### config.mk
export PLATFORM = sky130hd
export DESIGN_NAME = track_ramp_gen
export DESIGN_NICKNAME = d
export VERILOG_FILES = /design/src/rtl/trg_pkg.sv /design/src/rtl/trg_sample_hold.sv /design/src/rtl/trg_window_cmp.sv /design/src/rtl/trg_step_timer.sv /design/src/rtl/track_ramp_gen.sv
export SDC_FILE = /design/constraint.sdc
export NUM_CORES = 1
export LEC_CHECK = 0
export CAP_MARGIN = 0
export CORE_MARGIN = 2
export CORE_UTILIZATION = 55
export DETAILED_ROUTE_END_ITERATION = 16
export PLACE_DENSITY = 0.84
export SLEW_MARGIN = 30
export SYNTH_ARGS = -nofsm -noshare
export SYNTH_HDL_FRONTEND = slang
export SYNTH_SLANG_ARGS = --single-unit
export TNS_END_PERCENT = 10
### constraint.sdc
create_clock -name clk -period 4.8 [get_ports clk]
set_input_delay 0.96 -clock clk [delete_from_list [all_inputs] [get_ports clk]]
set_output_delay 0.96 -clock clk [all_outputs]
set_load 0.01 [all_outputs]
### src/rtl/trg_pkg.sv
`timescale 1ns/1ps
package trg_pkg;
  typedef enum logic {
    DIR_DOWN = 1'b0,
    DIR_UP   = 1'b1
  } dir_e;

  typedef struct packed {
    logic lag_lo;   // code trails ramp from below beyond stop window
    logic lag_hi;   // code trails ramp from above beyond stop window
    logic out_win;  // code outside fault window either side
  } cmp_flags_t;
endpackage

### src/rtl/trg_sample_hold.sv
`timescale 1ns/1ps
module trg_sample_hold #(
  parameter int NCH    = 3,
  parameter int CODE_W = 8
) (
  input  logic                  clk,
  input  logic                  rst_n,
  input  logic [NCH*CODE_W-1:0] code_i,
  input  logic [NCH-1:0]        valid_i,
  output logic [NCH*CODE_W-1:0] held_o
);
  for (genvar g = 0; g < NCH; g++) begin : g_ch
    logic [CODE_W-1:0] hold_q;
    always_ff @(posedge clk) begin
      if (!rst_n)          hold_q <= '0;
      else if (valid_i[g]) hold_q <= code_i[g*CODE_W +: CODE_W];
    end
    assign held_o[g*CODE_W +: CODE_W] = hold_q;

    // the held code only moves in a cycle after valid was high
    p_hold_when_idle_r9: assert property (@(posedge clk) disable iff (!rst_n)
      (!$past(valid_i[g]) && $past(rst_n)) |-> (hold_q == $past(hold_q)));
  end
endmodule

### src/rtl/trg_window_cmp.sv
`timescale 1ns/1ps
module trg_window_cmp
  import trg_pkg::*;
#(
  parameter int CODE_W   = 8,
  parameter int STOP_WIN = 8
) (
  input  logic [CODE_W-1:0] code_i,
  input  logic [CODE_W-1:0] ramp_i,
  output cmp_flags_t        flags_o
);
  localparam int XW        = CODE_W + 2;
  localparam int FAULT_WIN = 2 * STOP_WIN;

  logic [XW-1:0] code_x, ramp_x, stop_x, fault_x;

  always_comb begin
    code_x  = XW'(code_i);
    ramp_x  = XW'(ramp_i);
    stop_x  = XW'(STOP_WIN);
    fault_x = XW'(FAULT_WIN);
    flags_o.lag_lo  = (code_x + stop_x) < ramp_x;
    flags_o.lag_hi  = code_x > (ramp_x + stop_x);
    flags_o.out_win = ((code_x + fault_x) < ramp_x) || (code_x > (ramp_x + fault_x));
  end
endmodule

### src/rtl/trg_step_timer.sv
`timescale 1ns/1ps
module trg_step_timer #(
  parameter int INTV_W = 12
) (
  input  logic              clk,
  input  logic              rst_n,
  input  logic              clr_i,
  input  logic [INTV_W-1:0] intv_i,
  output logic              tick_o
);
  logic [INTV_W-1:0] cnt_q;
  logic [INTV_W-1:0] eff;

  always_comb begin
    eff    = (intv_i == '0) ? INTV_W'(1) : intv_i;
    tick_o = !clr_i && (cnt_q >= eff - INTV_W'(1));
  end

  always_ff @(posedge clk) begin
    if (!rst_n)      cnt_q <= '0;
    else if (clr_i)  cnt_q <= '0;
    else if (tick_o) cnt_q <= '0;
    else             cnt_q <= cnt_q + INTV_W'(1);
  end

  // with a steady interval the counter never passes the step point
  p_cnt_in_range_r2: assert property (@(posedge clk) disable iff (!rst_n)
    ($past(rst_n) && $stable(intv_i)) |-> (cnt_q < eff));
endmodule

### src/rtl/track_ramp_gen.sv
`timescale 1ns/1ps
module track_ramp_gen
  import trg_pkg::*;
#(
  parameter int NCH      = 3,
  parameter int CODE_W   = 8,
  parameter int STOP_WIN = 8,
  parameter int INTV_W   = 12
) (
  input  logic                  clk,
  input  logic                  rst_n,
  input  logic                  run_i,
  input  logic                  dir_up_i,
  input  logic [INTV_W-1:0]     step_intv_i,
  input  logic [NCH-1:0]        ch_mask_i,
  input  logic [NCH*CODE_W-1:0] adc_code_i,
  input  logic [NCH-1:0]        adc_valid_i,
  output logic [CODE_W-1:0]     ramp_o,
  output logic                  fault_o,
  output logic                  done_o
);
  localparam logic [CODE_W-1:0] FULL = {CODE_W{1'b1}};

  logic [NCH*CODE_W-1:0] held;
  cmp_flags_t [NCH-1:0]  flags;
  logic [NCH-1:0]        lo_v, hi_v, out_v;
  logic                  stall_up, stall_dn, win_bad, stall, tick;
  logic [CODE_W-1:0]     ramp_q;
  logic                  fault_q;
  dir_e                  dir;

  trg_sample_hold #(.NCH(NCH), .CODE_W(CODE_W)) u_hold (
    .clk(clk), .rst_n(rst_n), .code_i(adc_code_i),
    .valid_i(adc_valid_i), .held_o(held)
  );

  for (genvar g = 0; g < NCH; g++) begin : g_cmp
    trg_window_cmp #(.CODE_W(CODE_W), .STOP_WIN(STOP_WIN)) u_cmp (
      .code_i(held[g*CODE_W +: CODE_W]), .ramp_i(ramp_q), .flags_o(flags[g])
    );
    assign lo_v[g]  = ch_mask_i[g] && flags[g].lag_lo;
    assign hi_v[g]  = ch_mask_i[g] && flags[g].lag_hi;
    assign out_v[g] = ch_mask_i[g] && flags[g].out_win;
  end

  trg_step_timer #(.INTV_W(INTV_W)) u_timer (
    .clk(clk), .rst_n(rst_n), .clr_i(!run_i || fault_q),
    .intv_i(step_intv_i), .tick_o(tick)
  );

  always_comb begin
    dir      = dir_e'(dir_up_i);
    stall_up = |lo_v;
    stall_dn = |hi_v;
    win_bad  = run_i && (|out_v);
    stall    = (dir == DIR_UP) ? stall_up : stall_dn;
  end

  always_ff @(posedge clk) begin
    if (!rst_n) begin
      ramp_q  <= '0;
      fault_q <= 1'b0;
    end else if (!run_i) begin
      fault_q <= 1'b0;
    end else if (fault_q || win_bad) begin
      fault_q <= 1'b1;
      ramp_q  <= '0;
    end else if (tick && !stall) begin
      if (dir == DIR_UP && ramp_q != FULL)        ramp_q <= ramp_q + CODE_W'(1);
      else if (dir == DIR_DOWN && ramp_q != '0)   ramp_q <= ramp_q - CODE_W'(1);
    end
  end

  assign ramp_o  = ramp_q;
  assign fault_o = fault_q;
  assign done_o  = run_i && !fault_q &&
                   ((dir == DIR_UP) ? (ramp_q == FULL) : (ramp_q == '0));

  // the ramp is parked at zero whenever a fault is latched
  p_fault_parks_ramp_r6: assert property (@(posedge clk) disable iff (!rst_n)
    fault_o |-> (ramp_o == '0));

  // outside a fault the ramp moves by at most one code per cycle
  p_single_step_r2: assert property (@(posedge clk) disable iff (!rst_n)
    (!fault_o && $past(rst_n)) |->
      ((ramp_q == $past(ramp_q)) ||
       ({1'b0, ramp_q} == {1'b0, $past(ramp_q)} + (CODE_W+1)'(1)) ||
       ({1'b0, ramp_q} + (CODE_W+1)'(1) == {1'b0, $past(ramp_q)})));

  // a low-lagging channel holds the rising ramp
  p_hold_rising_r3: assert property (@(posedge clk) disable iff (!rst_n)
    ($past(rst_n) && $past(run_i && dir_up_i && stall_up)) |-> (ramp_q <= $past(ramp_q)));

  // a high-lagging channel holds the falling ramp
  p_hold_falling_r4: assert property (@(posedge clk) disable iff (!rst_n)
    ($past(rst_n) && $past(run_i && !dir_up_i && stall_dn && !win_bad && !fault_q))
      |-> (ramp_q >= $past(ramp_q)));

  // an out-of-window excursion while running latches the fault
  p_window_faults_r5: assert property (@(posedge clk) disable iff (!rst_n)
    win_bad |=> fault_o);
endmodule

==> qor.yml <==
skew_ps: 14.0
grt_pass1_vias: 4310
switchingPower_mw: 0.356
boundaryPins: 56
hold_class: "reg -> reg"
area_delta_synth_final_pct: 15.7
ys.warnings.count: 0
synth_largest_area_cell: "ha_1"
yosys.cell_count.top_type: "ha_1"
ir_worst_vdd_v: 0.000199
combPwrFrac_pct: 33.5
rrSetupSlack_ps: 1220
drv_cap: 0
ys_ff_latch: 45
r2r-end: "ramp_o[5]$_SDFFE_PN0P_"
tightest_slew_ps: 874
synth_cell_type_count: 61
outcome: "complete, no violations"
setup_viol_count_final: 0
period_minus_slack_ps: 4420
drc_errors: 0
placementRows: 33
grt-ovfl-total: 0
syn_area_sq_um: 4670
power.internal_mw: 0.663
synthTopCellsByArea: "ha_1 25%, dfxtp_1 19%, mux2i_1 5.8%"
grt_max_degree: 37
arrival_ps: 4630
path_cells: "clkdlybuf4s50_1, or4_1, nor3_1, a41oi_1, ha_1, nand2_1, or2_1, nor3_1, xnor2_1, ha_1, a21o_1, a21oi_1, nand3_1, nor3_2, nor3b_2, o2111a_1, and2_1, a31o_1"
critPathKind: "in -> reg"
postRouteWirelength_microns: 12000
finalHoldViolCount: 0
crit_fanout: 5
fp.coreArea_sq_um: 8220
hpwl_microns: 9380
synth_top_area_share_pct: 25.5
drt-initial-drc-count: 242
syn_inst: 537
vias: 4279
r2r_start: "ramp_o[4]$_SDFFE_PN0P_"
gr-usage-met3_pct: 5.09
clk_pin_slew_ps: 100
switching_share_pct: 34.9
htree_levels: 2
setup_ws_ps: 385
drive_gt1_share_pct: 3.57
gp_congestion: 0.892
total_power_mw: 1.02
dp_slack_ps: -100
post_cts_buffers: 0
clock_latency_ps: 320
viasPerCell: 6.17
grt_busiest_layer: "met2"
grtUsageMet2_pct: 46.4
crit_slowest_cell: "or4_1"
clock_path_buffers: 2
start_util_pct: 56.8
synth_seq_area_share_pct: 19.3
grtUsageMet1_pct: 33.4
io_buffers: 55
crit_start: "step_intv_i[7]"
die_h_microns: 96.1
async_reset_ff_share_pct: 0
drtAntennaViolNets: 0
ys.flop_type: "dfxtp_1"
max_freq_ghz: 0.226
min_to: "u_timer.cnt_q[0]$_SDFF_PP0_"
ff2ff_path_depth: 10
slew_headroom_pct: 41.5
fill_cells: 710
pwr-share-seq_pct: 41.0
root_buffer: "clkbuf_8"
hold_depth: 1
cts_sinks: 45
grt_pass1_wl_microns: 19800
p_leak_nw: 2.29
drtPass1Iterations: 6
synth_edf_count: 0
clkPwrFrac_pct: 25.5
worst_ep_required_time_ps: 5020
regArea_sq_um: 901
power.density_nw_per_um2: 189
slowest_delay_ps: 550
min_from: "u_timer.cnt_q[0]$_SDFF_PP0_"
layout.nets: 730
hold_ws_ps: 484
rsz0062_at_grt: "yes"
drv_slew: 0
syn_area_per_cell_sq_um: 8.70
antenna_found_initial: 0
start_kind: "input pin"
grt_usage_pct: 27.3
worstSetupEndpointType: "flip-flop"
cts_inserted_buffers: 5
synth_common_cells: "95 x ha_1, 45 x dfxtp_1, 35 x nor2_1, 35 x nor2b_1, 29 x inv_1"
diodes: 0
syn_nets: 679
multiInputGateArea_sq_um: 3600
dieArea_sq_um: 9240
die_width_microns: 96.1
post_drt_wl_per_cell_microns: 17.2
cts_tree: "done"
period_share_pct: 92.0
==> cells in the final DEF (no fill, tap or decap), types with 17 or more instances in the layout <==
cell type        instances
nand3_1                 26
nor2_1                  35
ha_1                    95
inv_1                   29
nand2_1                 21
mux2i_1                 27
xnor2_1                 28
xor2_1                  17
clkdlybuf4s50_1         54
nor2b_1                 35
dfxtp_1                 45
==> final cells by class <==
cell class | count | share of cell area (%)
Sequential cell | 45 | 16.7
Clock buffer | 5 | 1.27
Timing Repair Buffer | 58 | 10.5
Clock inverter | 3 | 0.463
Multi-Input combinational cell | 448 | 66.6
Inverter | 30 | 2.08
Tap cell | 105 | 2.43
==> sequential cells by signal (all words and copies together), names as in the netlist <==
| register | cells |
|---|---|
| u_timer.cnt_q | 12 |
| ramp_o | 8 |
| u_hold.g_ch.hold_q | 24 |
| fault_o | 1 |
==> how the worst max path moves through the flow <==
stage	endpoint	slack (ps)	cells after the start
finish	ramp_o[0]$_SDFFE_PN0P_	380	18
global route	ramp_o[0]$_SDFFE_PN0P_	30	18
CTS	ramp_o[0]$_SDFFE_PN0P_	220	18
detailed placement	ramp_o[0]$_SDFFE_PN0P_	-100	18
global placement	ramp_o[0]$_SDFFE_PN0P_	50	18
floorplan	ramp_o[0]$_SDFFE_PN0P_	610	17
==> kinds of logic (layout without fill, tap and decap cells) <==
family,count (synthesis),in the layout,share of synthesized area (%)
AND/OR/NAND/NOR,181,181,21.4
buffers and inverters,44,96,3.94
XOR/XNOR,45,45,8.44
multiplexers,27,27,5.79
AO/OA/AOI/OAI,99,99,15.3
flip-flops,45,45,19.3
adder cells (fa/ha/maj),96,96,25.9
==> metrics by stage <==
stage	std cells	utilization (%)	cell area [sq um]	setup TNS (ps)
after floorplan	537	-	4670	0
after global placement	686	64.5	5300	0
after detailed placement	686	64.5	5300	-694
after CTS	694	65.6	5390	0
after global routing	694	65.8	5400	0
final	694	65.8	5400	0
==> power groups by stage <==
stage	Combinational [mW]	Sequential (mW)	Clock, mW
2_1_floorplan	0.234	0.414	0
3_3_place_gp	0.315	0.425	0
3_5_place_dp	0.332	0.426	0
4_1_cts	0.335	0.417	0.257
5_1_grt	0.381	0.421	0.271
6_report	0.341	0.418	0.260
==> worst max-delay path: cells and delay by family <==
family | cells | cell delay (ps)
and+or+nand+nor | 9 | 1630
AOI/OAI and AO/OA | 5 | 910
adders and majority gates | 2 | 540
buffers and inverters | 1 | 460
xor gates and xnor gates | 1 | 130
==> per-layer routing <==
layer	routed length, microns	part of all wire [%]
met5	0	0
met3	917	7.7
met4	328	2.7
met1	4890	41
met2	5820	49
==> what timing repair did <==
action | in CTS | in global routing
hold buffers | 0 | 0
resized for setup | 0 | 3
setup endpoints to repair | 0 | 20
No activity file was read; power rests on OpenSTA's default activity.
